[src/rtl/disp_pkg.sv]
// Package: shared types and default constants for the display output port.
// Assumes a 16-bit bus and 8-bit characters unless overridden at the top.
package disp_pkg;

    // Register selected by the current bus address.
    typedef enum logic [1:0] {
        SEL_NONE   = 2'd0,
        SEL_STATUS = 2'd1,
        SEL_DATA   = 2'd2
    } disp_sel_e;

    localparam int          DEF_ADDR_W      = 16;
    localparam int          DEF_DATA_W      = 16;
    localparam int          DEF_CHAR_W      = 8;
    localparam logic [15:0] DEF_STATUS_ADDR = 16'hFE04;
    localparam logic [15:0] DEF_DATA_ADDR   = 16'hFE06;
    localparam int          DEF_READY_BIT   = 15;
    localparam int          DEF_IE_BIT      = 14;

endpackage

[src/rtl/disp_addr_decode.sv]
// Module: disp_addr_decode
// Maps the bus address onto the register it selects.
// Assumes the two register addresses differ; all other addresses select nothing.
module disp_addr_decode
    import disp_pkg::*;
#(
    parameter int                ADDR_W      = DEF_ADDR_W,
    parameter logic [ADDR_W-1:0] STATUS_ADDR = ADDR_W'(DEF_STATUS_ADDR),
    parameter logic [ADDR_W-1:0] DATA_ADDR   = ADDR_W'(DEF_DATA_ADDR)
) (
    input  logic [ADDR_W-1:0] addr,
    output disp_sel_e         sel
);

    // Full-width compare against both register addresses.
    always_comb begin
        if (addr == STATUS_ADDR)    sel = SEL_STATUS;
        else if (addr == DATA_ADDR) sel = SEL_DATA;
        else                        sel = SEL_NONE;
    end

endmodule

[src/rtl/disp_status_reg.sv]
// Module: disp_status_reg
// Holds the ready flag and the interrupt enable and forms the interrupt request.
// Assumes accept is only raised while ready is 1. An accept beats a done pulse
// in the same cycle, because a new character is then in flight.
module disp_status_reg (
    input  logic clk,
    input  logic rst_n,
    input  logic ie_wr,
    input  logic ie_wval,
    input  logic accept,
    input  logic done,
    output logic ready,
    output logic ie,
    output logic irq
);

    // Ready flag: cleared by an accepted character, set by display completion.
    always_ff @(posedge clk) begin
        if (!rst_n)      ready <= 1'b1;
        else if (accept) ready <= 1'b0;
        else if (done)   ready <= 1'b1;
    end

    // Interrupt enable: loaded by status-register writes.
    always_ff @(posedge clk) begin
        if (!rst_n)     ie <= 1'b0;
        else if (ie_wr) ie <= ie_wval;
    end

    // Request is level-sensitive on both flags.
    assign irq = ready & ie;

endmodule

[src/rtl/disp_char_reg.sv]
// Module: disp_char_reg
// Captures each accepted character and emits a one-cycle strobe to the display.
// Assumes accept is a single-cycle qualifier formed by the top.
module disp_char_reg #(
    parameter int CHAR_W = disp_pkg::DEF_CHAR_W
) (
    input  logic              clk,
    input  logic              rst_n,
    input  logic              accept,
    input  logic [CHAR_W-1:0] char_in,
    output logic [CHAR_W-1:0] char_q,
    output logic              strobe
);

    // Character holding register.
    always_ff @(posedge clk) begin
        if (!rst_n)      char_q <= '0;
        else if (accept) char_q <= char_in;
    end

    // Strobe follows accept by one cycle.
    always_ff @(posedge clk) begin
        if (!rst_n) strobe <= 1'b0;
        else        strobe <= accept;
    end

endmodule

[src/rtl/disp_out_port.sv]
// Module: disp_out_port
// Memory-mapped display output port: status and data registers on a bus,
// character strobe toward a display sink, interrupt on ready.
// Assumes a single bus master and a sink that pulses done once per character.
module disp_out_port
    import disp_pkg::*;
#(
    parameter int                ADDR_W      = DEF_ADDR_W,
    parameter int                DATA_W      = DEF_DATA_W,
    parameter int                CHAR_W      = DEF_CHAR_W,
    parameter logic [ADDR_W-1:0] STATUS_ADDR = ADDR_W'(DEF_STATUS_ADDR),
    parameter logic [ADDR_W-1:0] DATA_ADDR   = ADDR_W'(DEF_DATA_ADDR),
    parameter int                READY_BIT   = DEF_READY_BIT,
    parameter int                IE_BIT      = DEF_IE_BIT
) (
    input  logic              clk,
    input  logic              rst_n,
    input  logic [ADDR_W-1:0] addr,
    input  logic              wr_en,
    input  logic [DATA_W-1:0] wdata,
    input  logic              rd_en,
    output logic [DATA_W-1:0] rdata,
    output logic              char_valid,
    output logic [CHAR_W-1:0] char_data,
    input  logic              disp_done,
    output logic              irq
);

    localparam int PAD_W = DATA_W - CHAR_W;

    disp_sel_e         sel;
    logic              ready_q;
    logic              ie_q;
    logic              accept;
    logic              ie_wr;
    logic [DATA_W-1:0] status_word;
    logic [DATA_W-1:0] rd_next;

    disp_addr_decode #(
        .ADDR_W      (ADDR_W),
        .STATUS_ADDR (STATUS_ADDR),
        .DATA_ADDR   (DATA_ADDR)
    ) i_decode (
        .addr (addr),
        .sel  (sel)
    );

    // Qualify bus writes: data only when ready, status always.
    always_comb begin
        accept = wr_en && (sel == SEL_DATA) && ready_q;
        ie_wr  = wr_en && (sel == SEL_STATUS);
    end

    disp_status_reg i_status (
        .clk     (clk),
        .rst_n   (rst_n),
        .ie_wr   (ie_wr),
        .ie_wval (wdata[IE_BIT]),
        .accept  (accept),
        .done    (disp_done),
        .ready   (ready_q),
        .ie      (ie_q),
        .irq     (irq)
    );

    disp_char_reg #(
        .CHAR_W (CHAR_W)
    ) i_char (
        .clk     (clk),
        .rst_n   (rst_n),
        .accept  (accept),
        .char_in (wdata[CHAR_W-1:0]),
        .char_q  (char_data),
        .strobe  (char_valid)
    );

    // Assemble the status word bit by bit; unused bits read as zero.
    generate
        for (genvar b = 0; b < DATA_W; b++) begin : g_status
            if (b == READY_BIT) begin : g_rdy
                assign status_word[b] = ready_q;
            end else if (b == IE_BIT) begin : g_ie
                assign status_word[b] = ie_q;
            end else begin : g_zero
                assign status_word[b] = 1'b0;
            end
        end
    endgenerate

    // Read mux for the addressed register.
    always_comb begin
        rd_next = '0;
        if (rd_en) begin
            case (sel)
                SEL_STATUS: rd_next = status_word;
                SEL_DATA:   rd_next = {{PAD_W{1'b0}}, char_data};
                default:    rd_next = '0;
            endcase
        end
    end

    // Registered read data, zero when no read was made.
    always_ff @(posedge clk) begin
        if (!rst_n) rdata <= '0;
        else        rdata <= rd_next;
    end

endmodule

[config.mk]
export PLATFORM = sky130hd
export DESIGN_NAME = disp_out_port
export DESIGN_NICKNAME = d
export VERILOG_FILES = /design/src/rtl/disp_pkg.sv /design/src/rtl/disp_addr_decode.sv /design/src/rtl/disp_status_reg.sv /design/src/rtl/disp_char_reg.sv /design/src/rtl/disp_out_port.sv
export SDC_FILE = /design/constraint.sdc
export NUM_CORES = 1
export LEC_CHECK = 0
export BUFFER_PORTS_ARGS = -buffer_cell sky130_fd_sc_hd__buf_2
export CAP_MARGIN = 0
export CELL_PAD_IN_SITES_DETAIL_PLACEMENT = 0
export CELL_PAD_IN_SITES_GLOBAL_PLACEMENT = 1
export CORE_MARGIN = 2
export CORE_UTILIZATION = 29
export CTS_CLUSTER_SIZE = 10
export DETAILED_ROUTE_END_ITERATION = 10
export PLACE_DENSITY = 0.8
export SETUP_SLACK_MARGIN = 0.05
export SLEW_MARGIN = 10
export SYNTH_ARGS = -nofsm -noshare
export SYNTH_HDL_FRONTEND = slang
export SYNTH_SLANG_ARGS = --single-unit
[constraint.sdc]
create_clock -name clk -period 2.3 [get_ports clk]
set_input_delay 0.345 -clock clk [delete_from_list [all_inputs] [get_ports clk]]
set_output_delay 0.345 -clock clk [all_outputs]
set_load 0.03 [all_outputs]
==> flow_metrics.py, run 1 <==
metrics = {
    "power_and_ir_drop": {
        "power_frac_comb": 0.090,
        "ir_drop_mv": 0.320,
        "p_int_mw": 0.452,
        "p_clk_frac": 0.294,
        "total_power_mw": 0.589,
        "seq_power_share": 0.617,
        "switchingPower_mw": 0.137,
        "sw_frac_of_total": 0.232,
        "powerDensity_nw_per_um2": 535,
        "power.leakage_nw": 0.543,
    },
    "floorplanning": {
        "die_w_um": 58.0,
        "ios": 63,
        "die_h_um": 58.0,
        "dieArea_um2": 3360,
        "initial_core_util": 0.307,
        "rows": 19,
        "core_um2": 2760,
    },
    "clock_network": {
        "cts_buffer_depth": 2,
        "cts_resized": 0,
        "ctsHoldBuffers": 0,
        "post_cts_buffers": 0,
        "htreeDepth": 1,
        "root_buffer": "clkbuf_4",
        "clk_pin_slew_ps": 110,
        "clk_latency_ps": 300,
        "clock-sinks": 21,
        "cts_tree": "done",
        "cts_buffers": 3,
    },
    "finish": {
        "diodes": 0,
        "instances_no_fill": 166,
        "layout-drive-gt1-share": 0.422,
        "syn_to_final_growth_pct": 30.3,
        "nets": 173,
        "fillers": 290,
    },
    "worst_setup_path": {
        "startpoint": "addr[7]",
        "cp.depth": 5,
        "startpoint_type": "input port",
        "crit_buf_inv": 1,
        "critPathRequiredTime_ps": 2550,
        "cp_data_arrival_time_ps": 1680,
        "slowest_stage": "nor3_4",
        "cpPeakStageDelay_ps": 390,
        "crit_family": "simple AND/OR/NAND/NOR gates",
        "timing.rr.end": "i_char.char_q[2]",
        "cp_max_fo": 12,
        "worstRegToRegCells": 3,
        "crit_path_cell_trace": "buf_2 -> nor4b_4 -> nand4_2 -> nor3_4 -> and2_1",
        "endpoint": "rdata[7]",
        "end_kind": "flop",
        "path_class": "in -> reg",
        "reg2reg_slack_ps": 1040,
        "r2r_start": "i_status.ready",
    },
    "placement": {
        "io_buffers": 49,
        "gp_congestion": 0.694,
        "dp_hpwl_um": 1520,
        "dp_cells": 162,
    },
    "global_routing": {
        "antenna_found_initial": 0,
        "overflow": 0,
        "track_usage": 0.120,
        "grt_pass1_vias": 656,
        "grt_first_pass_wirelength_um": 3020,
        "grt_max_degree": 13,
    },
    "detailed_routing": {
        "routed_via_density": 4.72,
        "route.vias.total": 784,
        "wire_per_inst_um": 11.7,
        "drtIter0Drc": 6,
        "drc": 0,
        "first_pass_iters": 4,
        "drt.antenna.violating_nets": 0,
        "routed_wl_um": 1950,
    },
    "timing": {
        "max_freq_ghz": 0.702,
        "setup_violations": 0,
        "post-route-min-period_ps": 1420,
        "hold_viol_final": 0,
        "fin_skew_ps": 1.56,
        "finalHoldWorstSlack_ps": 225,
        "rsz0062_at_grt": "no",
        "maxSlewViolCount": 0,
        "setup_tns_ps": 0,
        "fin_crit_sh": 0.619,
    },
    "yosys": {
        "yosys.cell_types.count": 24,
        "synth-edff-count": 0,
        "synth-async-reset-ratio": 0,
        "yosys_most_used_dff": "dfxtp_1",
        "ys_seq_area_frac": 0.497,
        "synth_cells": 86,
        "synth_area_um2": 846,
        "yosysWarnings": 0,
        "ys_ff_latch": 21,
        "syn_avg_cell_area_um2": 9.84,
    },
    "run": {
        "drv_cap": 0,
    },
    "status": {
        "outcome": "complete, no violations",
    },
    "hold_path": {
        "hold_depth": 2,
        "min_path_type": "in -> reg",
    },
}
## cell usage in the layout, fill, tap and decap left out
cell	Yosys	routed
clkbuf_4	0	3
nand4_1	1	1
nor4b_4	1	1
o21ai_1	1	1
dfxtp_1	21	21
nor2_1	1	1
conb_1	1	6
and4_1	3	3
a21bo_2	1	1
nand4_2	1	1
clkbuf_1	0	1
inv_1	1	1
a21oi_1	9	9
o22ai_1	1	1
and2_1	11	11
clkinv_1	1	1
and3_1	1	1
nor3_4	1	1
nand2_1	1	1
and4bb_2	1	1
nor3_1	2	2
o21ai_0	7	7
nand3_1	10	10
buf_2	1	49
## Yosys cell counts (2+ instances only)
cell type	instances	area [um^2]
buf_6	2	22.5
o21ai_0	7	35.0
a21oi_1	9	45.0
and4_1	3	26.3
nand3_1	10	50.1
dfxtp_1	21	420
buf_4	6	45.0
nor3_1	2	10.0
and2_1	11	68.8
## worst min-delay path by stage
stage | slack [ps] | startpoint | to
2_1_floorplan | 410 | rst_n | i_status.ready
3_3_place_gp | 450 | i_status.ie | rdata[14]
3_5_place_dp | 460 | i_char.char_q[3] | rdata[3]
4_1_cts | 220 | rst_n | i_status.ready
5_1_grt | 230 | rst_n | i_status.ready
6_report | 230 | rst_n | i_status.ready
## registers in the layout, indices dropped and copies added, names as in the netlist
signal	flops
i_char.strobe	1
i_status.ready	1
rdata	10
i_status.ie	1
i_char.char_q	8
## power groups by stage
stage          sequential [mW]  clock, mW  combinational [mW]
2_1_floorplan            0.372          0              0.0311
3_3_place_gp             0.372          0              0.0518
3_5_place_dp             0.372          0              0.0532
4_1_cts                  0.363      0.177              0.0534
5_1_grt                  0.364      0.197              0.0580
6_report                 0.363      0.173              0.0528
## metal layers
metal	track usage	routed length, um	vias up
li1	-	-	390
met1	0.143	873	344
met2	0.200	836	45
met3	0.0357	210	5
met4	0.0498	30	0
met5	0	0	-
## kinds of logic (layout without fill, tap and decap cells)
family,after synthesis,after routing,synth area share
simple gates,34,34,0.284
flops,21,21,0.497
compound gates,19,19,0.120
buf+inv,11,55,0.0947
other cells,1,6,0.00443
## worst register-to-register path, delay by kind of cell (launching register included)
family	cells	cell delay, ps
AND/OR/NAND/NOR	1	360
AO/OA/AOI/OAI	2	400
flip-flops	1	400
## through the flow
step | area (um^2) | setup slack, ps | util
2_1_floorplan | 865 | 990 | -
3_3_place_gp | 1080 | 563 | 0.390
3_5_place_dp | 1080 | 492 | 0.390
4_1_cts | 1100 | 811 | 0.400
5_1_grt | 1100 | 743 | 0.400
6_report | 1100 | 876 | 0.400
## cell type report
cell class / count / area (um^2) / area share
timing repair buffer: 49 / 245 / 0.222
tap: 31 / 38.8 / 0.0352
inverter: 2 / 7.51 / 0.00681
clock buffer: 4 / 26.3 / 0.0238
multi-input combinational: 59 / 364 / 0.330
sequential: 21 / 420 / 0.381
No activity file was read; power rests on OpenSTA's default activity.
==> inputs of run 2 (changes only) <==
--- a/config.mk
+++ b/config.mk
@@ -10,10 +10,10 @@
 export CELL_PAD_IN_SITES_DETAIL_PLACEMENT = 0
 export CELL_PAD_IN_SITES_GLOBAL_PLACEMENT = 1
 export CORE_MARGIN = 2
-export CORE_UTILIZATION = 29
+export CORE_UTILIZATION = 24
 export CTS_CLUSTER_SIZE = 10
 export DETAILED_ROUTE_END_ITERATION = 10
-export PLACE_DENSITY = 0.8
+export PLACE_DENSITY = 0.7
 export SETUP_SLACK_MARGIN = 0.05
 export SLEW_MARGIN = 10
 export SYNTH_ARGS = -nofsm -noshare
==> constraint.sdc (replaced) <==
create_clock -name clk -period 1.31 [get_ports clk]
set_input_delay 0.1965 -clock clk [delete_from_list [all_inputs] [get_ports clk]]
set_output_delay 0.1965 -clock clk [all_outputs]
set_load 0.03 [all_outputs]
==> run 2 against run 1 <==
  * Power grew 75%
  * Die area up 19%
  * Count of clock-buffer cells in the layout is the same
  * Largest cell class unchanged
==> flow_metrics.py, run 2 (same netlist as run 1, synthesis figures left out) <==
metrics = {
    "worst_setup_path": {
        "startpoint": "i_status.ready",
        "path_class": "reg -> out",
        "reg2reg_slack_ps": 250,
        "end_kind": "output port",
        "r2r_start": "i_status.ready",
        "cp_data_arrival_time_ps": 970,
        "critPathRequiredTime_ps": 1110,
        "cp_max_fo": 5,
        "startpoint_type": "flop",
    },
    "power_and_ir_drop": {
        "p_clk_frac": 0.289,
        "sw_frac_of_total": 0.229,
        "p_int_mw": 0.795,
        "power_frac_comb": 0.092,
        "total_power_mw": 1.03,
        "switchingPower_mw": 0.235,
        "powerDensity_nw_per_um2": 890,
        "seq_power_share": 0.619,
        "ir_drop_mv": 0.324,
        "power.leakage_nw": 0.557,
    },
    "placement": {
        "dp_hpwl_um": 1680,
        "gp_congestion": 0.699,
        "dp_cells": 181,
        "dpl-instance-area_um2": 1120,
        "io_buffers": 49,
        "dp_slack_ps": -139,
    },
    "timing": {
        "setup_violations": 0,
        "fin_skew_ps": 4.23,
        "post-route-min-period_ps": 1170,
        "setup_tns_ps": 0,
        "finalHoldWorstSlack_ps": 86.2,
        "rsz0062_at_grt": "no",
        "hold_viol_final": 0,
        "max_freq_ghz": 0.858,
        "fin_crit_sh": 0.890,
        "maxSlewViolCount": 0,
        "worst_slack_ps": 144,
    },
    "clock_network": {
        "root_buffer": "clkbuf_4",
        "cts_buffer_depth": 2,
        "clock-sinks": 21,
        "clk_pin_slew_ps": 110,
        "cts_tree": "done",
        "clk_latency_ps": 290,
        "htreeDepth": 1,
        "cts_buffers": 3,
        "ctsHoldBuffers": 0,
    },
    "detailed_routing": {
        "wire_per_inst_um": 11.4,
        "drt.antenna.violating_nets": 0,
        "first_pass_iters": 2,
        "routed_wl_um": 2110,
        "routed_via_density": 4.38,
        "drtIter0Drc": 29,
        "drc": 0,
        "route.vias.total": 811,
    },
    "run": {
        "drv_cap": 0,
    },
    "hold_path": {
        "worstHoldStart": "rst_n",
        "min_path_type": "in -> reg",
    },
    "global_routing": {
        "grt_max_degree": 12,
        "grt_pass1_vias": 766,
        "track_usage": 0.106,
        "grt_first_pass_wirelength_um": 3340,
        "overflow": 0,
        "antenna_found_initial": 0,
    },
    "floorplanning": {
        "ios": 63,
        "dieArea_um2": 4020,
        "die_w_um": 63.4,
        "die_h_um": 63.4,
        "core_um2": 3360,
        "initial_core_util": 0.251,
        "rows": 21,
    },
    "finish": {
        "layout-drive-gt1-share": 0.453,
        "syn_to_final_growth_pct": 36.8,
        "final_common_cell": "buf_2",
        "largest_register_ffs": 10,
        "final_cell_mix": "buf_2, dfxtp_1, and2_1",
        "diodes": 0,
        "fillers": 386,
        "instances_no_fill": 185,
        "post-route-util": 0.344,
        "fin_area_um2": 1160,
        "top_register": "rdata",
        "reg_top3": "rdata: 10 flops, i_char.char_q: 8 flops",
        "nets": 177,
    },
    "status": {
        "outcome": "complete, no violations",
    },
}
==> run 2: cell types whose count changed in the layout (fill, tap and decap cells not counted), sizes merged <==
cell | previous run | this run
buf | 49 | 53
==> run 2: power groups by stage <==
stage / combinational (mW) / sequential [mW] / clock [mW]
2_1_floorplan: 0.0545 / 0.653 / 0
6_report: 0.0948 / 0.638 / 0.297
3_5_place_dp: 0.0951 / 0.653 / 0
5_1_grt: 0.104 / 0.638 / 0.334
4_1_cts: 0.0957 / 0.638 / 0.314
3_3_place_gp: 0.0927 / 0.653 / 0
==> run 2: area by class of cell <==
cell class              instances  area, um^2  share of cell area
multi-input cells              59         369               0.319
clock buffers                   4        26.3              0.0227
flip-flops and latches         21         422               0.364
well taps                      46        57.6              0.0497
inverters                       2        7.51             0.00649
repair buffers                 53         275               0.238
==> run 2: path summary, 6_finish.rpt <==
kind,endpoint,depth (start not counted)
setup reg to reg,i_char.char_q[5],3
hold / removal,i_status.ready,2
setup / recovery,irq,2
hold reg to reg,rdata[14],1
==> run 2: timing repair <==
item | in CTS | in global routing
setup endpoints to repair | 0 | 3
resized for setup | 0 | 2
setup buffers | 0 | 0
==> run 2: worst max-delay path: stages (launching register included) <==
cell,delay (ps)
dfxtp_2,370
and2_1,120
buf_2,190
==> run 2: layer usage <==
| layer | vias up | part of all wire | track usage |
|---|---|---|---|
| met5 | - | 0 | 0 |
| met4 | 0 | 0.0095 | 0.0489 |
| met3 | 2 | 0.11 | 0.0304 |
| met2 | 42 | 0.47 | 0.182 |
| met1 | 370 | 0.41 | 0.120 |
| li1 | 397 | - | - |
==> inputs of run 3 (changes only) <==
--- a/config.mk
+++ b/config.mk
@@ -10,10 +10,10 @@
 export CELL_PAD_IN_SITES_DETAIL_PLACEMENT = 0
 export CELL_PAD_IN_SITES_GLOBAL_PLACEMENT = 1
 export CORE_MARGIN = 2
-export CORE_UTILIZATION = 24
+export CORE_UTILIZATION = 29
 export CTS_CLUSTER_SIZE = 10
 export DETAILED_ROUTE_END_ITERATION = 10
-export PLACE_DENSITY = 0.7
+export PLACE_DENSITY = 0.8
 export SETUP_SLACK_MARGIN = 0.05
 export SLEW_MARGIN = 10
 export SYNTH_ARGS = -nofsm -noshare
==> constraint.sdc (replaced) <==
create_clock -name clk -period 1.5 [get_ports clk]
set_input_delay 0.225 -clock clk [delete_from_list [all_inputs] [get_ports clk]]
set_output_delay 0.225 -clock clk [all_outputs]
set_load 0.03 [all_outputs]
==> run 3 against run 2 <==
  * Flip-flop and latch count stayed put
  * Clock power is 15% lower
  * Critical path type unchanged
  * Global-route usage is 1.6 points higher
  * Highest routed layer unchanged
  * Hold slack better by 37 ps
  * Cell count is 8.6% lower
  * Routed wire length is 9.3% lower
  * Non-clock buffer count is 1 lower
  * Count of clock-buffer cells in the layout stayed put
  * Register-to-register slack better by 40 ps
  * Worst setup slack better by 120 ps
==> flow_metrics.py, run 3 (same netlist as run 1, synthesis figures left out) <==
metrics = {
    "status": {
        "outcome": "complete, no violations",
    },
    "global_routing": {
        "use_met1": 0.148,
        "gr-usage-met2": 0.203,
        "busiest_layer": "met2",
        "grt_pass1_vias": 743,
        "grt_first_pass_wirelength_um": 3190,
        "use_met3": 0.0313,
        "track_usage": 0.121,
        "grt_max_degree": 12,
        "antenna_found_initial": 0,
        "overflow": 0,
    },
    "finish": {
        "largest_register_ffs": 10,
        "instances_no_fill": 169,
        "final_common_cell": "buf_2",
        "syn_to_final_growth_pct": 33.0,
        "layout-drive-gt1-share": 0.435,
        "diodes": 0,
        "nets": 176,
        "final_cell_mix": "buf_2, dfxtp_1, and2_1",
        "top_register": "rdata",
        "reg_top3": "rdata: 10 flops, i_char.char_q: 8 flops",
    },
    "worst_setup_path": {
        "slowest_stage": "dfxtp_1",
        "cp_max_fo": 5,
        "end_kind": "output port",
        "crit_path_cell_trace": "and2_1 -> buf_2",
        "cp_data_arrival_time_ps": 1010,
        "critPathRequiredTime_ps": 1270,
        "startpoint_type": "flop",
        "path_class": "reg -> out",
        "cpPeakStageDelay_ps": 400,
    },
    "power_and_ir_drop": {
        "p_clk_frac": 0.284,
        "power_frac_comb": 0.090,
        "seq_power_share": 0.626,
        "switchingPower_mw": 0.197,
        "total_power_mw": 0.891,
        "p_int_mw": 0.693,
        "ir_drop_mv": 0.538,
        "powerDensity_nw_per_um2": 792,
        "sw_frac_of_total": 0.222,
        "power.leakage_nw": 0.557,
    },
    "detailed_routing": {
        "drt.antenna.violating_nets": 0,
        "drc": 0,
        "routed_via_density": 4.57,
        "first_pass_iters": 4,
        "routed_wl_um": 1910,
        "route.vias.total": 773,
        "wire_per_inst_um": 11.3,
        "drtIter0Drc": 8,
    },
    "clock_network": {
        "cts_tree": "done",
        "root_buffer": "clkbuf_4",
        "cts_buffers": 3,
        "clock-sinks": 21,
        "cts_resized": 0,
        "clk_pin_slew_ps": 100,
        "cts_buffer_depth": 2,
        "htreeDepth": 1,
        "ctsHoldBuffers": 0,
        "post_cts_buffers": 0,
        "clk_latency_ps": 290,
    },
    "floorplanning": {
        "rows": 19,
        "die_w_um": 58.0,
        "core_um2": 2760,
        "initial_core_util": 0.307,
        "dieArea_um2": 3360,
        "die_h_um": 58.0,
        "ios": 63,
    },
    "timing": {
        "hold_viol_final": 0,
        "post-route-min-period_ps": 1230,
        "rsz0062_at_grt": "no",
        "finalHoldWorstSlack_ps": 123,
        "worst_slack_ps": 265,
        "max_freq_ghz": 0.810,
        "setup_violations": 0,
        "maxSlewViolCount": 0,
        "fin_skew_ps": 2.00,
        "fin_crit_sh": 0.823,
    },
    "placement": {
        "dp_cells": 165,
        "dp_slack_ps": -10.9,
        "io_buffers": 49,
        "gp_congestion": 0.685,
        "dp_hpwl_um": 1550,
    },
    "hold_path": {
        "min_path_type": "in -> reg",
    },
    "run": {
        "drv_cap": 0,
    },
}
==> run 3: changes by cell type in the layout (fill, tap and decap cells not counted) <==
cell | previous run | this run
dfxtp_1 | 20 | 21
nor3_2 | 1 | 0
buf_4 | 4 | 3
dfxtp_2 | 1 | 0
nor3_1 | 1 | 2
==> run 3: power groups by stage <==
stage,sequential [mW],combinational [mW],clock (mW)
CTS,0.557,0.0807,0.266
finish,0.557,0.0802,0.253
detailed placement,0.570,0.0805,0
floorplan,0.570,0.0476,0
global placement,0.570,0.0793,0
global route,0.558,0.0883,0.297
==> run 3: layer usage <==
metal  share of wire  vias up
li1                -      395
met3            0.11        2
met4          0.0089        0
met5               0        -
met1            0.43      334
met2            0.45       42
==> run 3: path summary, 6_finish.rpt <==
path / end / slack (ps) / cells past startpoint / startpoint
setup / recovery: irq / 270 / 2 / i_status.ready
hold / removal: i_status.ready / 120 / 2 / rst_n
setup reg to reg: i_char.char_q[4] / 290 / 3 / i_status.ready
hold reg to reg: rdata[2] / 490 / 1 / i_char.char_q[2]
==> run 3: worst max-delay path, delay by kind of cell, from the launching register on <==
| family | cells | cell delay [ps] |
|---|---|---|
| buffers and inverters | 1 | 190 |
| flip-flops | 1 | 400 |
| AND/OR/NAND/NOR | 1 | 140 |
==> run 3: through the flow <==
step	instance area (um^2)	TNS, ps	util
4_1_cts	1120	0	0.408
2_1_floorplan	865	0	-
3_3_place_gp	1100	0	0.398
6_report	1120	0	0.408
5_1_grt	1120	0	0.408
3_5_place_dp	1100	-10.9	0.398
==> run 3: final cells by class <==
class	count	area [um^2]
Clock buffer	4	26.3
Multi-Input combinational cell	59	364
Inverter	2	7.51
Timing Repair Buffer	52	268
Fill cell	296	1630
Tap cell	31	38.8
Sequential cell	21	420
